==> src/rtl/mct_pkg.sv <==
package mct_pkg;

    typedef enum logic [1:0] {
        CYC_IDLE  = 2'd0,
        CYC_READ  = 2'd1,
        CYC_WRITE = 2'd2,
        CYC_RSVD  = 2'd3
    } cyc_kind_e;

    typedef struct packed {
        logic strobe_a;
        logic strobe_b;
        logic hi_sel;
        logic rd_n;
        logic wr_n;
    } strobes_t;

    localparam strobes_t STROBES_IDLE = '{
        strobe_a: 1'b0,
        strobe_b: 1'b0,
        hi_sel:   1'b1,
        rd_n:     1'b1,
        wr_n:     1'b1
    };

endpackage

==> src/rtl/mct_phase_ctr.sv <==
module mct_phase_ctr #(
    parameter int PHASES = 8,
    parameter int PW     = $clog2(PHASES)
) (
    input  logic          clk,
    input  logic          rst,
    output logic [PW-1:0] phase_q,
    output logic [PW-1:0] phase_d,
    output logic          last
);
    localparam logic [PW-1:0] LAST_PH = PW'(PHASES - 1);

    always_comb begin
        last = (phase_q == LAST_PH);
        if (rst || last) begin
            phase_d = '0;
        end else begin
            phase_d = phase_q + PW'(1);
        end
    end

    always_ff @(posedge clk) begin
        phase_q <= phase_d;
    end

    // the counter steps by one and wraps only after the last phase
    a_r1_step: assert property (@(posedge clk) disable iff (rst)
        (phase_q != LAST_PH) |=> (phase_q == $past(phase_q) + PW'(1)));
    a_r1_wrap: assert property (@(posedge clk) disable iff (rst)
        (phase_q == LAST_PH) |=> (phase_q == '0));

endmodule

==> src/rtl/mct_strobe_dec.sv <==
module mct_strobe_dec
    import mct_pkg::*;
#(
    parameter int PW       = 3,
    parameter int TPA_PH   = 1,
    parameter int TPB_PH   = 6,
    parameter int HI_LAST  = 1,
    parameter int WR_FIRST = 5,
    parameter int WR_LAST  = 6
) (
    input  logic [PW-1:0] phase,
    input  cyc_kind_e     kind,
    output strobes_t      strb
);
    localparam logic [PW-1:0] PH_A  = PW'(TPA_PH);
    localparam logic [PW-1:0] PH_B  = PW'(TPB_PH);
    localparam logic [PW-1:0] PH_HI = PW'(HI_LAST);
    localparam logic [PW-1:0] PH_W0 = PW'(WR_FIRST);
    localparam logic [PW-1:0] PH_W1 = PW'(WR_LAST);

    logic is_rd;
    logic is_wr;
    logic in_wr_win;

    always_comb begin
        is_rd         = (kind == CYC_READ);
        is_wr         = (kind == CYC_WRITE);
        in_wr_win     = (phase >= PH_W0) && (phase <= PH_W1);
        strb.strobe_a = (phase == PH_A);
        strb.strobe_b = (phase == PH_B);
        strb.hi_sel   = (phase <= PH_HI);
        strb.rd_n     = !is_rd;
        strb.wr_n     = !(is_wr && in_wr_win);
    end

endmodule

==> src/rtl/mct_cycle_timer.sv <==
module mct_cycle_timer
    import mct_pkg::*;
#(
    parameter int ADDR_W   = 16,
    parameter int BUS_W    = 8,
    parameter int PHASES   = 8,
    parameter int TPA_PH   = 1,
    parameter int TPB_PH   = 6,
    parameter int HI_LAST  = 1,
    parameter int WR_FIRST = 5,
    parameter int WR_LAST  = 6
) (
    input  logic              clk,
    input  logic              rst,
    input  logic [1:0]        cyc_kind,
    input  logic [ADDR_W-1:0] addr_in,
    output logic              strobe_a,
    output logic              strobe_b,
    output logic              addr_hi_sel,
    output logic [BUS_W-1:0]  addr_bus,
    output logic              mem_rd_n,
    output logic              mem_wr_n
);
    localparam int PW = $clog2(PHASES);

    typedef struct packed {
        cyc_kind_e         kind;
        logic [ADDR_W-1:0] addr;
    } ctx_t;

    typedef struct packed {
        strobes_t         strb;
        logic [BUS_W-1:0] bus;
    } out_t;

    logic [PW-1:0] phase_q;
    logic [PW-1:0] phase_d;
    logic          last;
    ctx_t          ctx_d, ctx_q;
    out_t          out_d, out_q;
    strobes_t      dec_strb;

    mct_phase_ctr #(
        .PHASES (PHASES),
        .PW     (PW)
    ) ctr_i (
        .clk     (clk),
        .rst     (rst),
        .phase_q (phase_q),
        .phase_d (phase_d),
        .last    (last)
    );

    always_comb begin
        ctx_d = ctx_q;
        if (rst) begin
            ctx_d.kind = CYC_IDLE;
            ctx_d.addr = '0;
        end else if (last) begin
            ctx_d.kind = cyc_kind_e'(cyc_kind);
            ctx_d.addr = addr_in;
        end
    end

    mct_strobe_dec #(
        .PW       (PW),
        .TPA_PH   (TPA_PH),
        .TPB_PH   (TPB_PH),
        .HI_LAST  (HI_LAST),
        .WR_FIRST (WR_FIRST),
        .WR_LAST  (WR_LAST)
    ) dec_i (
        .phase (phase_d),
        .kind  (ctx_d.kind),
        .strb  (dec_strb)
    );

    always_comb begin
        if (rst) begin
            out_d.strb = STROBES_IDLE;
            out_d.bus  = '0;
        end else begin
            out_d.strb = dec_strb;
            out_d.bus  = dec_strb.hi_sel ? ctx_d.addr[ADDR_W-1 -: BUS_W]
                                         : ctx_d.addr[BUS_W-1:0];
        end
    end

    always_ff @(posedge clk) begin
        ctx_q <= ctx_d;
        out_q <= out_d;
    end

    assign strobe_a    = out_q.strb.strobe_a;
    assign strobe_b    = out_q.strb.strobe_b;
    assign addr_hi_sel = out_q.strb.hi_sel;
    assign mem_rd_n    = out_q.strb.rd_n;
    assign mem_wr_n    = out_q.strb.wr_n;
    assign addr_bus    = out_q.bus;

    // the early pulse lasts a single clock
    a_r2_tpa_single: assert property (@(posedge clk) disable iff (rst)
        strobe_a |=> !strobe_a);
    // the early pulse appears only in phase 1 of the counter
    a_r2_tpa_phase: assert property (@(posedge clk) disable iff (rst)
        strobe_a |-> (phase_q == PW'(TPA_PH)));
    // the late pulse never overlaps the early one
    a_r3_tpb_apart: assert property (@(posedge clk) disable iff (rst)
        strobe_b |-> !strobe_a);
    // the low byte stays put while it is on the bus
    a_r4_low_hold: assert property (@(posedge clk) disable iff (rst)
        (!addr_hi_sel && $past(!addr_hi_sel)) |-> $stable(addr_bus));
    // the read strobe changes only at a cycle boundary
    a_r5_rd_steady: assert property (@(posedge clk) disable iff (rst)
        (phase_q != '0) |-> $stable(mem_rd_n));
    // a write pulse never coincides with a read
    a_r6_no_overlap: assert property (@(posedge clk) disable iff (rst)
        !mem_wr_n |-> mem_rd_n);

endmodule

==> config.mk <==
export PLATFORM = sky130hd
export DESIGN_NAME = mct_cycle_timer
export DESIGN_NICKNAME = d
export VERILOG_FILES = /design/src/rtl/mct_pkg.sv /design/src/rtl/mct_phase_ctr.sv /design/src/rtl/mct_strobe_dec.sv /design/src/rtl/mct_cycle_timer.sv
export SDC_FILE = /design/constraint.sdc
export NUM_CORES = 1
export LEC_CHECK = 0
export ABC_AREA = 0
export BUFFER_PORTS_ARGS = -buffer_cell sky130_fd_sc_hd__buf_2
export CAP_MARGIN = 10
export CELL_PAD_IN_SITES_DETAIL_PLACEMENT = 1
export CELL_PAD_IN_SITES_GLOBAL_PLACEMENT = 2
export CORE_UTILIZATION = 29
export CTS_CLUSTER_DIAMETER = 40
export DETAILED_ROUTE_END_ITERATION = 10
export GPL_ROUTABILITY_DRIVEN = 0
export PLACE_DENSITY_LB_ADDON = 0.1
export SYNTH_ARGS = -nofsm -noshare
export SYNTH_HDL_FRONTEND = slang
export SYNTH_SLANG_ARGS = --single-unit
==> constraint.sdc <==
create_clock -name clk -period 1.75 [get_ports clk]
set_clock_uncertainty 0.2 [all_clocks]
set_input_delay 0.35 -clock clk [delete_from_list [all_inputs] [get_ports clk]]
set_output_delay 0.35 -clock clk [all_outputs]
set_load 0.03 [all_outputs]
==> metrics, run 1 <==
crit path capture addr_bus[0]; CTS buffer count 5; Die X between 60 and 70 µm; DP Cell Count approximately 210; Yosys top cell by area dfxtp_1; via count 1025; total routed wirelength between 3000 and 4000 µm; initial antenna violation count 0; switching part of the total 0.242; CP Data Arrival Time 1.78 ns; Initial Util 0.303; final setup vio count 3; CTS tree done; Vias/cell between 4 and 5; Skew-Pair Late Insertion Delay about 0.28 ns; CTS sink count 34; hpwl dp ~2000 µm; clock share of power 0.376; routed len/inst about 14 µm; Hold Crit Class input port to flop; Mapped Cells 126; flops & latches, synth 34; post-synthesis sequential area ratio 0.513; largest net degree at the start of global routing 18; failing checks negative setup slack; Seq pwr share 0.509; CP startpoint ctr_i.phase_q[0]; synthesized area per cell 10.5 µm²; Slew Viols, Final 0; library cells used by synthesis 23; worst reg2reg endpoint addr_bus[0]; crit path launch type flop; Synth Cell Area 0.00133 mm²; Die Footprint 0.00485 mm²; vias in the first global route approximately 1100; Ys Warns 0; initial drt markers 23; R2R Path Start ctr_i.phase_q[0]; DRC violation count after routing 0; first-pass GRT wire length roughly 5100 µm; htree depth 2; post-route design area 0.00176 mm²; row count 24; RSZ-0062 raised after global routing true; most frequent cells in the layout dfxtp_1 (32), buf_2 (32), nor2_1 (19), mux2i_1 (18); grt total ovfl 0; n_diodes 0; post-place instance area ~0.0016 mm²; DRT Pass-1 Iters 4; sw power roughly 380 µW; Lkg Pwr approximately 0.66 nW; Post-CTS Hold Fix Bufs 0; Worst setup EP type flop; root buffer cell clkbuf_8; die height between 60 and 70 µm; Max FO, Critical Path 6; syn nets around 150; outcome complete, but fails checks; Post-Place Setup Slack -0.246 ns; Fmax between 500 and 600 MHz; all-layer global routing usage 0.139; DRT antenna net count 0; Logic pwr share 0.115; Area growth, synth to finish 32.5%; Setup CP Type flop to flop; Clock Tree Buf Depth 2; Buffers on Ports 32; core area between 0.004 and 0.005 mm²; Pint 1.19 mW; Peak VDD IR 0.361 mV; share of post-route cells with drive strength above 1 0.380; clk slew on worst S/H paths roughly 0.070 ns; boundary pin count 33; final non-filler cell total about 220; ranking of synthesized cells by area dfxtp_1 (51%), mux2i_1 (14%), or3b_1 (5.9%); Tcrit/Tclk final 1.02; Final WS setup -0.0307 ns; Synth top area share 0.513; Rel. slew slack 0.726; R2R cell count 5; crit path time final 1.78 ns; Worst R2R Setup Slack -0.03 ns; CP Data Required Time around 1.7 ns; PwrDens approximately 890 mW/mm²; Pwr Total between 1.5 and 2 mW; Final #Nets ~190; final core occ 0.401; final hold vios 0; Max Cap Viol 0; Tightest Pin Transition approximately 0.41 ns
[worst min-delay path by stage]
stage	from	end	slack (ns)	depth (start not counted)
after floorplan	ctx_q[17]	mem_wr_n	0.18	1
after global placement	ctx_q[17]	mem_wr_n	0.20	1
after detailed placement	ctx_q[17]	mem_wr_n	0.21	1
after CTS	addr_in[2]	ctx_q[2]	0.1	3
after global routing	addr_in[2]	ctx_q[2]	0.11	3
final	addr_in[2]	ctx_q[2]	0.10	3
[critical path, stage by stage, from the launching register on]
cell and delay (ns):
dfxtp_2 0.34, ha_4 0.16, ha_4 0.25, buf_6 0.13
or3b_4 0.36, a311oi_2 0.25
[stage by stage]
stage / TNS [ns] / hold WS, ns
2_1_floorplan: 0 / 0.183
3_3_place_gp: -1.31 / 0.202
3_5_place_dp: -1.72 / 0.209
4_1_cts: -0.0994 / 0.0959
5_1_grt: -0.296 / 0.106
6_report: -0.0530 / 0.103
[logic make-up (layout without fill, tap and decap cells)]
group / count (synthesis) / count (layout) / share of synthesized area
xor+xnor: 1 / 1 / 0.00660
compound gates: 16 / 16 / 0.0830
mux: 18 / 18 / 0.136
buf+inv: 11 / 51 / 0.0500
simple gates: 44 / 44 / 0.192
flops: 34 / 34 / 0.513
fa+ha+maj: 2 / 2 / 0.0189
[cells in the mapped netlist]
cell,n
o21ai_0,8
nor2b_1,8
xnor2_1,1
nand4b_1,1
ha_1,2
nor4_1,1
inv_1,1
a311oi_1,8
nand2_1,1
nor2_1,19
buf_6,2
buf_2,5
or3b_1,9
or2_2,1
and3_1,1
dfxtp_1,34
nor3_1,1
buf_1,1
buf_4,1
mux2i_1,18
nor3b_2,1
clkbuf_1,1
and2_1,1
[layout make-up]
cell class,instances,area [µm²]
timing repair buffer,42,259
multi-input combinational,81,654
clock inverter,1,5.00
fill,519,2630
inverter,1,3.75
clock buffer,7,86.3
tap,52,65.1
sequential,34,683
[flip-flops by register name (all words and copies together) (netlist names)]
register	cells
strobe_a	1
mem_rd_n	1
ctr_i.phase_q	3
addr_bus	8
mem_wr_n	1
ctx_q	18
addr_hi_sel	1
strobe_b	1
[per-layer routing]
| layer | GRT usage | wire [µm] | vias to the layer above |
|---|---|---|---|
| li1 | - | - | 518 |
| met1 | 0.162 | 1370 | 482 |
| met2 | 0.237 | 1550 | 20 |
| met3 | 0.0451 | 120 | 5 |
| met4 | 0.0533 | 45 | 0 |
| met5 | 0 | 0 | - |
[power groups by stage]
stage | sequential [mW] | clock (mW) | combinational [mW]
final | 0.797 | 0.589 | 0.180
after global routing | 0.798 | 0.659 | 0.200
after CTS | 0.797 | 0.618 | 0.170
after detailed placement | 0.811 | 0 | 0.148
after global placement | 0.810 | 0 | 0.146
after floorplan | 0.827 | 0 | 0.0734
[what timing repair did]
| item | CTS | global route |
|---|---|---|
| cloned | 0 | 0 |
| endpoints found under the setup margin | 13 | 10 |
| pin swaps | 4 | 7 |
| buffers inserted | 2 | 0 |
| gates resized for setup | 10 | 11 |
No activity file was read; power rests on OpenSTA's default activity.
==> inputs of run 2 (changes only) <==
- CORE_UTILIZATION: 29 -> 32
- clock period: 1.75 -> 2 ns (I/O delays scaled with it)
==> metrics, run 2 (same netlist as run 1, synthesis figures left out) <==
Worst setup EP type flop; via count 1034 (+0.88%); max layer used met4; most frequent cells in the layout dfxtp_1 (34), buf_2 (32), nor2_1 (19), mux2i_1 (18), or3b_1 (9); max FFs per register 18 (unchanged); boundary pin count 33 (unchanged); CP Data Arrival Time 1.88 ns (+0.10 ns); WL met2 1410 µm (-9.1%); Fmax 526 MHz (-6.4%); Peak VDD IR 0.354 mV (-2.1%); all-layer global routing usage 0.143 (+0.00329); final hold vios 0 (unchanged); largest net degree at the start of global routing 21 (+3); root buffer cell clkbuf_8; footprint of the multi-input gates 582 µm² (-11%); Setup CP Type flop to flop; final setup vio count 0 (-3); row count 23 (-4.2%); PwrDens 824 mW/mm² (-7.6%); CP top delay family adder cells; Max FO, Critical Path 20 (+14); CTS sink count 34 (unchanged); CP Data Required Time 1.98 ns (+0.24 ns); post-route design area 0.00161 mm² (-8.3%); initial antenna violation count 0 (unchanged); Pwr Total 1.33 mW (-15%); n_diodes 0 (unchanged); post-place instance area 0.00152 mm² (-2.9%); most common cell after layout, fill and taps aside dfxtp_1; vias in the first global route 1027 (-4.6%); first-pass GRT wire length 4550 µm (-11%); Filler cells 462 (-11%); DRC violation count after routing 0 (unchanged); Skew-Pair Late Insertion Delay 0.28 ns (about the same); Post-Place Setup Slack -0.0141 ns (+0.232 ns); Buffers on Ports 32 (unchanged); Tcrit/Tclk final 0.951 (-0.0662); share of post-route cells with drive strength above 1 0.288 (-0.0920); core area 0.00400 mm² (-8.8%); initial drt markers 24 (+4.3%); worst path buffer plus inverter count 0 (-1); most flop-heavy register ctx_q; Final #Nets 181 (-3.2%); CTS tree done; DRT antenna net count 0 (unchanged); crit path cell chain ha_1 -> or3b_1 -> a311oi_1; Die Footprint 0.00441 mm² (-9.1%); crit path time final 1.90 ns (+0.122 ns); register area 681 µm² (-0.37%); die height 66.4 µm (-4.7%); Vias/cell 4.92 (+4.7%); Final WS setup 0.0974 ns (+0.128 ns); clk slew on worst S/H paths 0.07 ns (about the same); CTS buffer count 5 (unchanged); Clock Tree Buf Depth 2 (unchanged); Rel. slew slack 0.638 (-0.0880); htree depth 2 (unchanged); Tightest Pin Transition 0.542 ns (+0.132 ns); Area growth, synth to finish 21.4%; routed len/inst 13.5 µm (-4.9%); worst-case hold slack 0.158 ns (+0.0541 ns); M1 WL 1250 µm (-8.8%); CP max stage delay 0.52 ns (+0.16 ns); crit path launch type flop; hpwl dp 1980 µm (-1.5%); Die X 66.4 µm (-4.7%); Max Cap Viol 0 (unchanged); outcome finished clean; grt total ovfl 0 (unchanged); DRT Pass-1 Iters 4 (unchanged); Hold Crit Class input port to flop; total routed wirelength 2830 µm (-8.4%); Initial Util 0.332 (+0.0290); met3 routed WL 117 µm (-2.5%); Post-CTS Repair Setup Buffers 0 (-2); Lkg Pwr 0.617 nW (-6.8%); RSZ-0062 raised after global routing false; Slew Viols, Final 0 (unchanged); Slowest cell on crit path ha_1
[run 2: cell count changes in the layout (fill, tap and decap cells not counted), sizes merged]
cell	before	now
buf	42	36
[run 2: what timing repair did]
item | CTS | global route
gates resized for setup | 1 | 0
endpoints found under the setup margin | 2 | 0
hold buffers | 0 | 0
[run 2: worst register-to-register path, cell delays in order, from the launching register on]
cell,delay [ns]
dfxtp_1,0.32
ha_1,0.52
or3b_1,0.46
a311oi_1,0.30
[run 2: final timing paths]
kind	from	slack, ns	cells after the start	to
worst max-delay path	ctr_i.phase_q[0]	0.1	3	addr_bus[6]
worst min-delay path	addr_in[7]	0.16	3	ctx_q[7]
worst min register to register	ctx_q[17]	0.22	1	mem_wr_n
worst max register to register	ctr_i.phase_q[0]	0.1	3	addr_bus[6]
[run 2: stage by stage]
| stage | cells | utilization | setup TNS (ns) |
|---|---|---|---|
| 6_report | 210 | 0.403 | 0 |
| 5_1_grt | 210 | 0.403 | 0 |
| 4_1_cts | 210 | 0.403 | 0 |
| 3_5_place_dp | 202 | 0.379 | -0.0189 |
| 3_3_place_gp | 202 | 0.379 | 0 |
| 2_1_floorplan | 126 | - | 0 |
[run 2: cell type report]
cell class	count	area share
clock buffer	7	0.0536
tap	50	0.0389
clock inverter	1	0.00311
multi-input combinational	81	0.361
timing repair buffer	36	0.118
inverter	1	0.00233
sequential	34	0.423
[run 2: report_power, final]
| part | switching [mW] | internal [mW] |
|---|---|---|
| clock network | 0.238 | 0.277 |
| logic | 0.0747 | 0.0429 |
| registers | 0.00423 | 0.690 |
[run 2: layer usage]
metal / vias up / global-route usage
met5: - / 0
met4: 0 / 0.0559
met3: 7 / 0.0466
met2: 22 / 0.258
met1: 497 / 0.151
li1: 508 / -
==> inputs of run 3 (changes only) <==
- clock period: 2 -> 2.05 ns (I/O delays scaled with it)
==> metrics, run 3 (same netlist as run 1, synthesis figures left out) <==
outcome finished clean; Pwr Total 1.37 mW (+3.1%); Skew-Pair Late Insertion Delay 0.28 ns (about the same); max FFs per register 18 (unchanged); final core occ 0.405 (+0.00282); CTS buffer count 5 (unchanged); setup TNS 0 ns (unchanged); RSZ-0062 raised after global routing false; vias in the first global route 1049 (+2.1%); most common cell after layout, fill and taps aside dfxtp_1; PwrDens 844 mW/mm² (+2.4%); CP top delay family adder cells; Hold Crit Class input port to flop; Rel. slew slack 0.624 (-0.0141); Lkg Pwr 0.622 nW (+0.73%); first-pass GRT wire length 4730 µm (+3.9%); final setup vio count 0 (unchanged); Setup CP Type flop to flop; worst-case hold slack 0.168 ns (+0.0109 ns); most flop-heavy register ctx_q; Die Footprint 0.00441 mm² (unchanged); Post-Place Setup Slack 0.0475 ns (+0.0616 ns); crit path cell chain ha_1 -> or3b_1 -> a311oi_1; CP Data Required Time 2.03 ns (+0.05 ns); final non-filler cell total 209 (-0.48%); Final WS setup 0.176 ns (+0.0781 ns); CP max stage delay 0.53 ns (about the same); Slowest cell on crit path ha_1; crit path launch type flop; CTS sink count 34 (unchanged); CP Data Arrival Time 1.86 ns (-0.02 ns); share of post-route cells with drive strength above 1 0.289 (+0.00181); row count 23 (unchanged); post-route design area 0.00162 mm² (+0.70%); core area 0.00400 mm² (unchanged); total routed wirelength 2890 µm (+2.4%); Max FO, Critical Path 20 (unchanged); Slew Viols, Final 0 (unchanged); Tightest Pin Transition 0.563 ns (+0.0212 ns); Clock Tree Buf Depth 2 (unchanged); Area growth, synth to finish 22.3%; Die X 66.4 µm (unchanged); crit path time final 1.87 ns (-0.0281 ns); Vias/cell 4.90 (-0.49%); initial antenna violation count 0 (unchanged); n_diodes 0 (unchanged); grt total ovfl 0 (unchanged); Worst setup EP type flop; worst path buffer plus inverter count 0 (unchanged); Initial Util 0.332 (unchanged); via count 1024 (-0.97%); Tcrit/Tclk final 0.914 (-0.0369); hpwl dp 2000 µm (+1.4%); all-layer global routing usage 0.150 (+0.00763); initial drt markers 38 (+58%); largest net degree at the start of global routing 32 (+52%); DRT antenna net count 0 (unchanged); boundary pin count 33 (unchanged); Buffers on Ports 32 (unchanged); DRT Pass-1 Iters 3 (-1); DP Cell Count 201 (-0.50%); clk slew on worst S/H paths 0.07 ns (about the same); Fmax 533 MHz (+1.5%); final hold vios 0 (unchanged); Peak VDD IR 0.298 mV (-16%); routed len/inst 13.8 µm (+2.9%); post-place instance area 0.00151 mm² (-0.49%); DRC violation count after routing 0 (unchanged); CTS tree done; Max Cap Viol 0 (unchanged); htree depth 2 (unchanged); root buffer cell clkbuf_8; die height 66.4 µm (unchanged); most frequent cells in the layout dfxtp_1 (34), buf_2 (32), nor2_1 (19), mux2i_1 (18), or3b_1 (9); Final #Nets 180 (-0.55%)
-- run 3: changes by cell type in the layout (fill, tap and decap cells not counted), sizes merged --
cell,previous run,this run
clkbuf,7,8
buf,36,35
clkinv,1,0
-- run 3: report_power, final --
part / leakage, nW / internal (mW) / switching [mW]
registers: 0.275 / 0.673 / 0.00420
clock network: 0.0575 / 0.339 / 0.238
logic: 0.289 / 0.0406 / 0.0728
total: 0.622 / 1.05 / 0.315
-- run 3: path summary, 6_finish.rpt --
path | startpoint | to | cells past startpoint | slack [ns]
max | ctr_i.phase_q[0] | addr_bus[4] | 3 | 0.18
min | addr_in[3] | ctx_q[3] | 3 | 0.17
max reg2reg | ctr_i.phase_q[0] | addr_bus[4] | 3 | 0.18
min reg2reg | ctx_q[17] | mem_wr_n | 1 | 0.22
-- run 3: worst min-delay path: stages --
cell     delay [ns]
buf_2          0.08
mux2i_1        0.05
nor2_1         0.07
-- run 3: final cells by class --
| type | instances | area, µm² |
|---|---|---|
| Fill cell | 468 | 2380 |
| Multi-Input combinational cell | 81 | 582 |
| Sequential cell | 34 | 681 |
| Timing Repair Buffer | 35 | 183 |
| Inverter | 1 | 3.75 |
| Tap cell | 50 | 62.6 |
| Clock buffer | 8 | 110 |
-- run 3: layer usage --
layer | part of all wire | track usage | up-vias
met5 | 0 | 0 | -
met4 | 0.0059 | 0.0559 | 0
met3 | 0.051 | 0.0707 | 2
met2 | 0.50 | 0.247 | 24
met1 | 0.44 | 0.167 | 489
li1 | - | - | 509
-- run 3: what timing repair did --
| item | 4_1_cts | 5_1_grt |
|---|---|---|
| setup buffers | 0 | 0 |
| hold buffers | 0 | 0 |
| gates resized for setup | 0 | 1 |
| endpoints found under the setup margin | 0 | 7 |
